--- config.mk ---
export PLATFORM = sky130hd
export DESIGN_NAME = sar_conv_seq
export DESIGN_NICKNAME = d
export VERILOG_FILES = /design/src/rtl/sar_pkg.sv /design/src/rtl/sar_timer.sv /design/src/rtl/sar_reg.sv /design/src/rtl/sar_result.sv /design/src/rtl/sar_conv_seq.sv
export SDC_FILE = /design/constraint.sdc
export NUM_CORES = 1
export LEC_CHECK = 0
export CAP_MARGIN = 15
export CORE_MARGIN = 2
export CORE_UTILIZATION = 56
export DETAILED_ROUTE_END_ITERATION = 12
export HOLD_SLACK_MARGIN = 0.05
export PLACE_DENSITY = 0.9
export SKIP_LAST_GASP = 1
export SYNTH_ARGS = -nofsm -noshare
export SYNTH_HDL_FRONTEND = slang
export SYNTH_SLANG_ARGS = --single-unit
--- constraint.sdc ---
create_clock -name clk_i -period 3.5 [get_ports clk_i]
set_input_delay 1.05 -clock clk_i [delete_from_list [all_inputs] [get_ports clk_i]]
set_output_delay 1.05 -clock clk_i [all_outputs]
set_load 0.05 [all_outputs]
--- src/rtl/sar_pkg.sv ---
package sar_pkg;
  typedef enum logic [1:0] {
    PH_IDLE = 2'd0,
    PH_INIT = 2'd1,
    PH_SAMP = 2'd2,
    PH_CONV = 2'd3
  } sar_phase_e;
endpackage

--- src/rtl/sar_timer.sv ---
module sar_timer
  import sar_pkg::*;
#(
  parameter int RES_W      = 10,
  parameter int INIT_MC    = 2,
  parameter int SAMP_MC    = 8,
  parameter int MC_PER_BIT = 4,
  localparam int PTR_W     = $clog2(RES_W)
) (
  input  logic             clk_i,
  input  logic             rst_ni,
  input  logic             mc_en_i,
  input  logic             start_i,
  input  logic             abort_i,
  output sar_phase_e       phase_o,
  output logic [PTR_W-1:0] ptr_o,
  output logic             accept_o,
  output logic             conv_go_o,
  output logic             decide_o,
  output logic             finish_o,
  output logic             busy_o,
  output logic             done_o
);
  localparam int CNT_MAX0 = (INIT_MC > SAMP_MC) ? INIT_MC : SAMP_MC;
  localparam int CNT_MAX  = (CNT_MAX0 > MC_PER_BIT) ? CNT_MAX0 : MC_PER_BIT;
  localparam int CNT_W    = (CNT_MAX > 1) ? $clog2(CNT_MAX) : 1;
  localparam logic [CNT_W-1:0] INIT_LAST = CNT_W'(INIT_MC - 1);
  localparam logic [CNT_W-1:0] SAMP_LAST = CNT_W'(SAMP_MC - 1);
  localparam logic [CNT_W-1:0] BIT_LAST  = CNT_W'(MC_PER_BIT - 1);
  localparam logic [PTR_W-1:0] PTR_TOP   = PTR_W'(RES_W - 1);

  sar_phase_e       phase_q;
  logic [CNT_W-1:0] cnt_q;
  logic [PTR_W-1:0] ptr_q;
  logic             busy_q, done_q;

  assign accept_o  = (phase_q == PH_IDLE) && start_i && mc_en_i && !abort_i;
  assign conv_go_o = (phase_q == PH_SAMP) && mc_en_i && (cnt_q == SAMP_LAST) && !abort_i;
  assign decide_o  = (phase_q == PH_CONV) && mc_en_i && (cnt_q == BIT_LAST) && !abort_i;
  assign finish_o  = decide_o && (ptr_q == '0);

  always_ff @(posedge clk_i or negedge rst_ni) begin
    if (!rst_ni) begin
      phase_q <= PH_IDLE;
      cnt_q   <= '0;
      ptr_q   <= '0;
      busy_q  <= 1'b0;
      done_q  <= 1'b0;
    end else begin
      done_q <= 1'b0;
      if (abort_i) begin
        phase_q <= PH_IDLE;
        cnt_q   <= '0;
        busy_q  <= 1'b0;
      end else begin
        unique case (phase_q)
          PH_IDLE: if (accept_o) begin
            phase_q <= PH_INIT;
            cnt_q   <= '0;
          end
          PH_INIT: if (mc_en_i) begin
            if (cnt_q == '0) busy_q <= 1'b1;
            if (cnt_q == INIT_LAST) begin
              phase_q <= PH_SAMP;
              cnt_q   <= '0;
            end else cnt_q <= cnt_q + 1'b1;
          end
          PH_SAMP: if (mc_en_i) begin
            if (cnt_q == SAMP_LAST) begin
              phase_q <= PH_CONV;
              cnt_q   <= '0;
              ptr_q   <= PTR_TOP;
            end else cnt_q <= cnt_q + 1'b1;
          end
          PH_CONV: if (mc_en_i) begin
            if (cnt_q == BIT_LAST) begin
              cnt_q <= '0;
              if (ptr_q == '0) begin
                phase_q <= PH_IDLE;
                busy_q  <= 1'b0;
                done_q  <= 1'b1;
              end else ptr_q <= ptr_q - 1'b1;
            end else cnt_q <= cnt_q + 1'b1;
          end
          default: phase_q <= PH_IDLE;
        endcase
      end
    end
  end

  assign phase_o = phase_q;
  assign ptr_o   = ptr_q;
  assign busy_o  = busy_q;
  assign done_o  = done_q;

  p_abort_r10: assert property (@(posedge clk_i) disable iff (!rst_ni)
    abort_i |=> (!busy_o && !done_o));
  p_done_pulse_r7: assert property (@(posedge clk_i) disable iff (!rst_ni)
    done_o |=> !done_o);
  p_busy_mc_r2: assert property (@(posedge clk_i) disable iff (!rst_ni)
    $rose(busy_o) |-> $past(mc_en_i));
  p_ptr_range_r6: assert property (@(posedge clk_i) disable iff (!rst_ni)
    (phase_q == PH_CONV) |-> (int'(ptr_q) < RES_W));
endmodule

--- src/rtl/sar_reg.sv ---
module sar_reg #(
  parameter int RES_W  = 10,
  localparam int PTR_W = $clog2(RES_W)
) (
  input  logic             clk_i,
  input  logic             rst_ni,
  input  logic             abort_i,
  input  logic             accept_i,
  input  logic             conv_go_i,
  input  logic             decide_i,
  input  logic [PTR_W-1:0] ptr_i,
  input  logic             cmp_above_i,
  output logic [RES_W-1:0] trial_o,
  output logic [RES_W-1:0] code_dec_o
);
  localparam logic [RES_W-1:0] FIRST = {1'b1, {(RES_W-1){1'b0}}};

  logic [RES_W-1:0] code_q, code_dec;

  // keep or drop bit under test, then arm the next lower bit
  always_comb begin
    code_dec = code_q;
    if (!cmp_above_i) code_dec[ptr_i] = 1'b0;
    if (ptr_i != '0) code_dec[ptr_i - 1'b1] = 1'b1;
  end

  always_ff @(posedge clk_i or negedge rst_ni) begin
    if (!rst_ni)                   code_q <= '0;
    else if (abort_i || accept_i)  code_q <= '0;
    else if (conv_go_i)            code_q <= FIRST;
    else if (decide_i)             code_q <= code_dec;
  end

  assign trial_o    = code_q;
  assign code_dec_o = code_dec;
endmodule

--- src/rtl/sar_result.sv ---
module sar_result #(
  parameter int RES_W = 10
) (
  input  logic             clk_i,
  input  logic             rst_ni,
  input  logic             load_i,
  input  logic [RES_W-1:0] code_i,
  output logic [RES_W-1:0] result_o
);
  always_ff @(posedge clk_i or negedge rst_ni) begin
    if (!rst_ni)     result_o <= '0;
    else if (load_i) result_o <= code_i;
  end
endmodule

--- src/rtl/sar_conv_seq.sv ---
module sar_conv_seq
  import sar_pkg::*;
#(
  parameter int RES_W      = 10,
  parameter int INIT_MC    = 2,
  parameter int SAMP_MC    = 8,
  parameter int MC_PER_BIT = 4,
  parameter int COARSE_W   = 8
) (
  input  logic                clk_i,
  input  logic                rst_ni,
  input  logic                mc_en_i,
  input  logic                start_i,
  input  logic                abort_i,
  input  logic                cmp_above_i,
  output logic [RES_W-1:0]    trial_o,
  output logic                sample_o,
  output logic                busy_o,
  output logic                done_o,
  output logic [RES_W-1:0]    result_o,
  output logic [COARSE_W-1:0] result8_o
);
  localparam int PTR_W = $clog2(RES_W);
  localparam logic [RES_W-1:0] FIRST = {1'b1, {(RES_W-1){1'b0}}};

  sar_phase_e       phase;
  logic [PTR_W-1:0] ptr;
  logic             accept, conv_go, decide, finish;
  logic [RES_W-1:0] code_dec;

  sar_timer #(
    .RES_W(RES_W), .INIT_MC(INIT_MC), .SAMP_MC(SAMP_MC), .MC_PER_BIT(MC_PER_BIT)
  ) u_timer (
    .clk_i, .rst_ni, .mc_en_i, .start_i, .abort_i,
    .phase_o(phase), .ptr_o(ptr), .accept_o(accept), .conv_go_o(conv_go),
    .decide_o(decide), .finish_o(finish), .busy_o(busy_o), .done_o(done_o)
  );

  sar_reg #(.RES_W(RES_W)) u_reg (
    .clk_i, .rst_ni, .abort_i, .accept_i(accept), .conv_go_i(conv_go),
    .decide_i(decide), .ptr_i(ptr), .cmp_above_i,
    .trial_o(trial_o), .code_dec_o(code_dec)
  );

  sar_result #(.RES_W(RES_W)) u_res (
    .clk_i, .rst_ni, .load_i(finish), .code_i(code_dec), .result_o(result_o)
  );

  assign sample_o  = (phase == PH_SAMP);
  assign result8_o = result_o[RES_W-1 -: COARSE_W];

  p_sample_busy_r3: assert property (@(posedge clk_i) disable iff (!rst_ni)
    sample_o |-> busy_o);
  p_first_trial_r4: assert property (@(posedge clk_i) disable iff (!rst_ni)
    $rose(phase == PH_CONV) |-> (trial_o == FIRST));
  p_result_hold_r8: assert property (@(posedge clk_i) disable iff (!rst_ni)
    (result_o != $past(result_o)) |-> done_o);
endmodule

Yosys cells after proc, flatten, opt, wreduce, memory -nomap -nowiden
Cells that the tools add are included.

storage, ports and cells
  register bits after elaboration = 31
  bits of input ports = 6
  output and inout port bits = 31
  logic and storage cells = 108

operators by class
  add/subtract/negate cells = 2
  $lt $le $gt $ge = 4
  eq/ne operators = 20
  muxes and demuxes = 46
  bitwise gates (word level) = 4
  reduce and logical (&&, ||, !) cells = 25

operator list
  kind                number
  $mux 10             5
  $mux 3              8
  $mux 4              5
  $mux 2              9
  $ne 3x3->1 const B  5
  $mux 1              13
  $logic_and 1x1->1   12
  $ne 3x2->1 const B  4
  $pmux 3 s4          1
  $and 10x10->10      1
  $lt 4x5->1 const B  2
  $not 10->10         1
  $or 10x10->10       1
  $demux 1 s4         2
  $ge 4x1->1 const B  2
  $ne 2x2->1 const B  4
  $pmux 2 s4          1
  $pmux 4 s2          1
  $reduce_and 8->1    1
  $reduce_and 7->1    1
  $reduce_and 6->1    1
  $reduce_bool 3->1   2
  $eq 2x2->1 const B  2
  $logic_not 4->1     1
  other kinds (16)    16

Depth between registers and ports, before layout
  depth after elaboration = 12
  depth in mapped cells = 7
  mapped depth without buffers = 6

By module
A second synthesis with hierarchy kept.

unflattened totals
  cells, all modules = 191
  area, all modules = 2043.2 um^2

by module, submodules not included
  module        times used  cells each  area each (um^2)  sequential area each (um^2)
  sar_timer     1           91          887.1             275.3
  sar_reg       1           70          670.6             250.2
  sar_result    1           21          411.6             250.2
  sar_conv_seq  1           9           73.8              0.0

Worst setup path after synthesis
OpenSTA, ideal clock, no wires.

  path type = register to register
  from = register u_timer.phase_q[0] (netlist: u_timer.phase_o[0])
  to = register u_timer.cnt_q[1]
  library setup time = 121 ps
  arrival = 2020 ps
  required time = 3379 ps
  slack = 1359 ps
  stages on the path, launching flop included = 7
  buffers on the path = 0
  period minus slack after synthesis = 2141 ps
  path through = dfrtp_1 inv_1 ha_1 nor4_1 a211oi_1 nor2b_1 a22o_1

between the ends
  elaborated cells on any way between the ends = 14
  those cells by class = eq/ne: 7; mux: 2; reduce/logical: 5

RTL lines
  what                                                  RTL line            source
  start, declared                                       sar_timer.sv:32     sar_phase_e phase_q;
  start signal, assigned                                sar_timer.sv:44     phase_q <= PH_IDLE;
  start signal, assigned                                sar_timer.sv:52     phase_q <= PH_IDLE;
  start signal, assigned                                sar_timer.sv:58     phase_q <= PH_INIT;
  $eq 2x2->1 (*)                                        --
  named net sample_o                                    sar_conv_seq.sv:17  output logic sample_o,
  $ne 3x3->1 (no line) or $pmux 3 s4 (tied branches)    --
  $reduce_and 4->1 (no line) or $mux 3 (tied branches)  --
  end signal, assigned                                  sar_timer.sv:66     end else cnt_q <= cnt_q + 1'b1;
  end signal, assigned                                  sar_timer.sv:73     end else cnt_q <= cnt_q + 1'b1;
  end signal, assigned                                  sar_timer.sv:83     end else cnt_q <= cnt_q + 1'b1;
  end, declared                                         sar_timer.sv:33     logic [CNT_W-1:0] cnt_q;

The timed path passes the listed nets; every way through them passes the cells marked *.
A chain may end at the register's enable or synchronous reset.

Worst setup path in the final report
  from = register u_timer.phase_q[0] (netlist: u_timer.phase_o[0])
  to = output port sample_o

between the ends
  longest elaborated chain between the ends = 1

ends and longest elaborated chain
  what           RTL line            source
  $eq 2x2->1     sar_conv_seq.sv:49  assign sample_o = (phase == PH_SAMP);
  end, declared  sar_conv_seq.sv:17

Every way passes these cells.

==> results.md <==
- Hold Path Stages: 2
- Area after DPL: 2300 sq um
- Initial core utilization: 58.6%
- Fin crit period: 3.17 ns
- Power Density: 503 nW/um^2
- Die Area: 4010 sq um
- DRC: 0
- Design area: 2390 sq um
- Leak pwr: 0.000987 uW
- EDFF count, synth: 0
- Clock sinks: 31
- Crit path launch type: register
- P&R area growth vs syn: 21.3%
- Max_slew headroom: 49.4%
- GRT Util Overall: 23.9%
- Ys Warns: 0
- Synth cell types: 46
- Share of cells above drive strength 1: 6.20%
- Hold path endpoint: u_res.result_o[0]
- Largest net degree at the start of global routing: 32
- Hold buffer count at CTS: 0
- First-pass GRT wire length: 7620 microns
- F_max: 316 MHz
- Gr ovfl total: 0
- Endpoints failing setup: 0
- Worst path cell trace: inv_1, ha_1, clkdlybuf4s50_1
- Pre-CTS WS: 0.725 ns
- Placer Congestion: 0.910
- Worst path max stage delay: 0.87 ns
- Final Max Slew Viols: 0
- Clock Pin Slew Worst Setup and Hold Paths: 0.10 ns
- #FFs+latches synth: 31
- Setup Crit Path Kind: register to output port
- Worst Hold Class: register to register
- CP endpoint kind: output port
- Antenna violations before repair: 0
- Setup Buffers After CTS: 0
- I/O pins: 37
- H-tree Lvls: 2
- Seq/Total Area, Yosys: 39.4%
- Avg WL per Cell: 14.7 microns
- Drt first pass iters: 4
- Synth Flop Type: dfrtp_1
- Worst-Skew Late Latency: 0.33 ns
- Drt via density: 5.80
- DR iter-0 viols: 82
- Fraction of registers with async set/reset: 100%
- Final period util: 90.5%
- Nets: 264
- Syn nets: 236
- CP Data Required Time: 2.45 ns
- Clock Tree Buf Depth: 2
- Endpoints failing hold: 0
- Die H: 63.3 microns
- Max Cap Violations: 0
- Row count: 21
- R2R setup slack: 1.05 ns
- Worst Tran Pin Value: 0.754 ns
- Core footprint: 3360 sq um
- Worst Skew: 0.0143 ns
- Critical path's slowest cell: clkdlybuf4s50_1
- Min-delay src: u_res.result_o[0]
- R2R depth: 6
- Clock tree from TritonCTS: done
- Final WL: 4240 microns
- Chip width: 63.3 microns
- Register area: 776 sq um
- Critical path arrival: 2.12 ns
- Syn Inst Count: 213
- # diodes: 0
- Peak supply drop: 0.378 mV
- Post-DP HPWL: 3100 microns
- Post-Syn Area: 1970 sq um
- Final hold slack: 0.497 ns
- Via count: 1669
- Critical R2R Launch: u_timer.ptr_o[0]
- RSZ-0062 raised after global routing: false
- Reg2reg end: u_timer.phase_o[0]
- Avg Inst Size Synth: 9.25 sq um
- Post-route setup TNS: 0 ns
- Total CTS buffers: 5
- Highest net fanout along the worst path: 9
- CTS root buffer: clkbuf_4
- Vias in the first global route: 1614
- Multi-input logic area: 1040 sq um
- Final setup margin: 0.333 ns
- Number of filler cells placed in the layout: 271
- CTS resizes: 0
- Final ANT Viol Nets: 0
- Outcome: finished clean
- Port buffer count: 36
-- cells in the mapped netlist, drive strengths merged (3+ instances only) --
| master | n | area share, % |
|---|---|---|
| ha | 17 | 11 |
| nor2 | 10 | 1.9 |
| dfrtp | 31 | 39 |
| a21o | 4 | 1.5 |
| a31oi | 3 | 0.95 |
| nand2b | 7 | 2.2 |
| nand3 | 6 | 1.5 |
| o21ai | 19 | 4.8 |
| nand2 | 20 | 3.8 |
| nor3 | 5 | 1.3 |
| a22oi | 5 | 1.9 |
| nor2b | 8 | 2.5 |
| buf | 11 | 4.1 |
| a211oi | 11 | 4.4 |
| a21oi | 6 | 1.5 |
| inv | 13 | 2.5 |
| clkbuf | 7 | 1.3 |
-- layer usage --
metal | wire, microns | vias to the layer above | track usage [%]
met2 | 2060 | 58 | 38.0
met4 | 34 | 0 | 12.5
met5 | 0 | - | 0
li1 | - | 817 | -
met3 | 240 | 4 | 3.93
met1 | 1910 | 790 | 31.2
-- registers in the layout, indices dropped and copies added (netlist names) --
register / flops
u_reg.trial_o: 10
u_timer.phase_o: 2
u_timer.done_o: 1
u_res.result_o: 10
u_timer.busy_o: 1
u_timer.cnt_q: 3
u_timer.ptr_o: 4
-- final cells by class --
cell class,instances,share of cell area (%)
multi-input cells,151,43.5
well taps,46,2.41
clock inverters,2,1.47
inverters,13,2.04
flip-flops and latches,31,32.5
repair buffers,39,16.0
clock buffers,6,2.15
-- through the flow --
step | total power, uW | utilization [%] | instances
floorplan | 804 | - | 213
global placement | 903 | 68.5 | 280
detailed placement | 911 | 68.5 | 280
CTS | 1200 | 71.1 | 288
global route | 1290 | 71.1 | 288
finish | 1200 | 71.1 | 288
-- critical path, delay by kind of cell, from the launching register on --
family / cells / cell delay [ns]
DFF: 1 / 0.42
buffers and inverters: 2 / 1.00
adders and majority gates: 1 / 0.37
-- power breakdown --
group / switching (uW) / internal [uW]
Sequential: 63.6 / 386
Clock: 121 / 169
Combinational: 285 / 179
Total: 470 / 734
-- placed cells by master (no fill, tap or decap), drive strengths merged, types with 2 or more instances in the layout --
cell type	n
clkdlybuf4s50	36
nand3	6
nor2b	8
a21oi	6
ha	17
a22oi	5
dfrtp	31
o21ai	19
clkbuf	6
a22o	2
buf	3
o41ai	2
nor2	10
nor3	5
a21o	4
inv	13
o31ai	2
nand2	20
a31oi	3
or3	2
mux2i	2
nand2b	7
a211oi	11
-- kinds of logic after synthesis --
kind of cell	share of synthesized area [%]
AOI/OAI and AO/OA	23.7
adders and majority gates	10.8
buffers and inverters	7.94
DFF	39.4
muxes	1.02
and+or+nand+nor	17.1
-- how the worst max path moves through the flow --
stage | from | endpoint | slack [ns] | cells after the start
after floorplan | u_timer.phase_o[0] | u_timer.cnt_q[1] | 1.36 | 6
after global placement | u_timer.phase_o[0] | sample_o | 0.76 | 3
after detailed placement | u_timer.phase_o[0] | sample_o | 0.72 | 3
after CTS | u_timer.phase_o[0] | sample_o | 0.33 | 3
after global routing | u_timer.phase_o[0] | sample_o | 0.25 | 3
final | u_timer.phase_o[0] | sample_o | 0.33 | 3
Note: power is estimated with default switching activity, not from simulation.
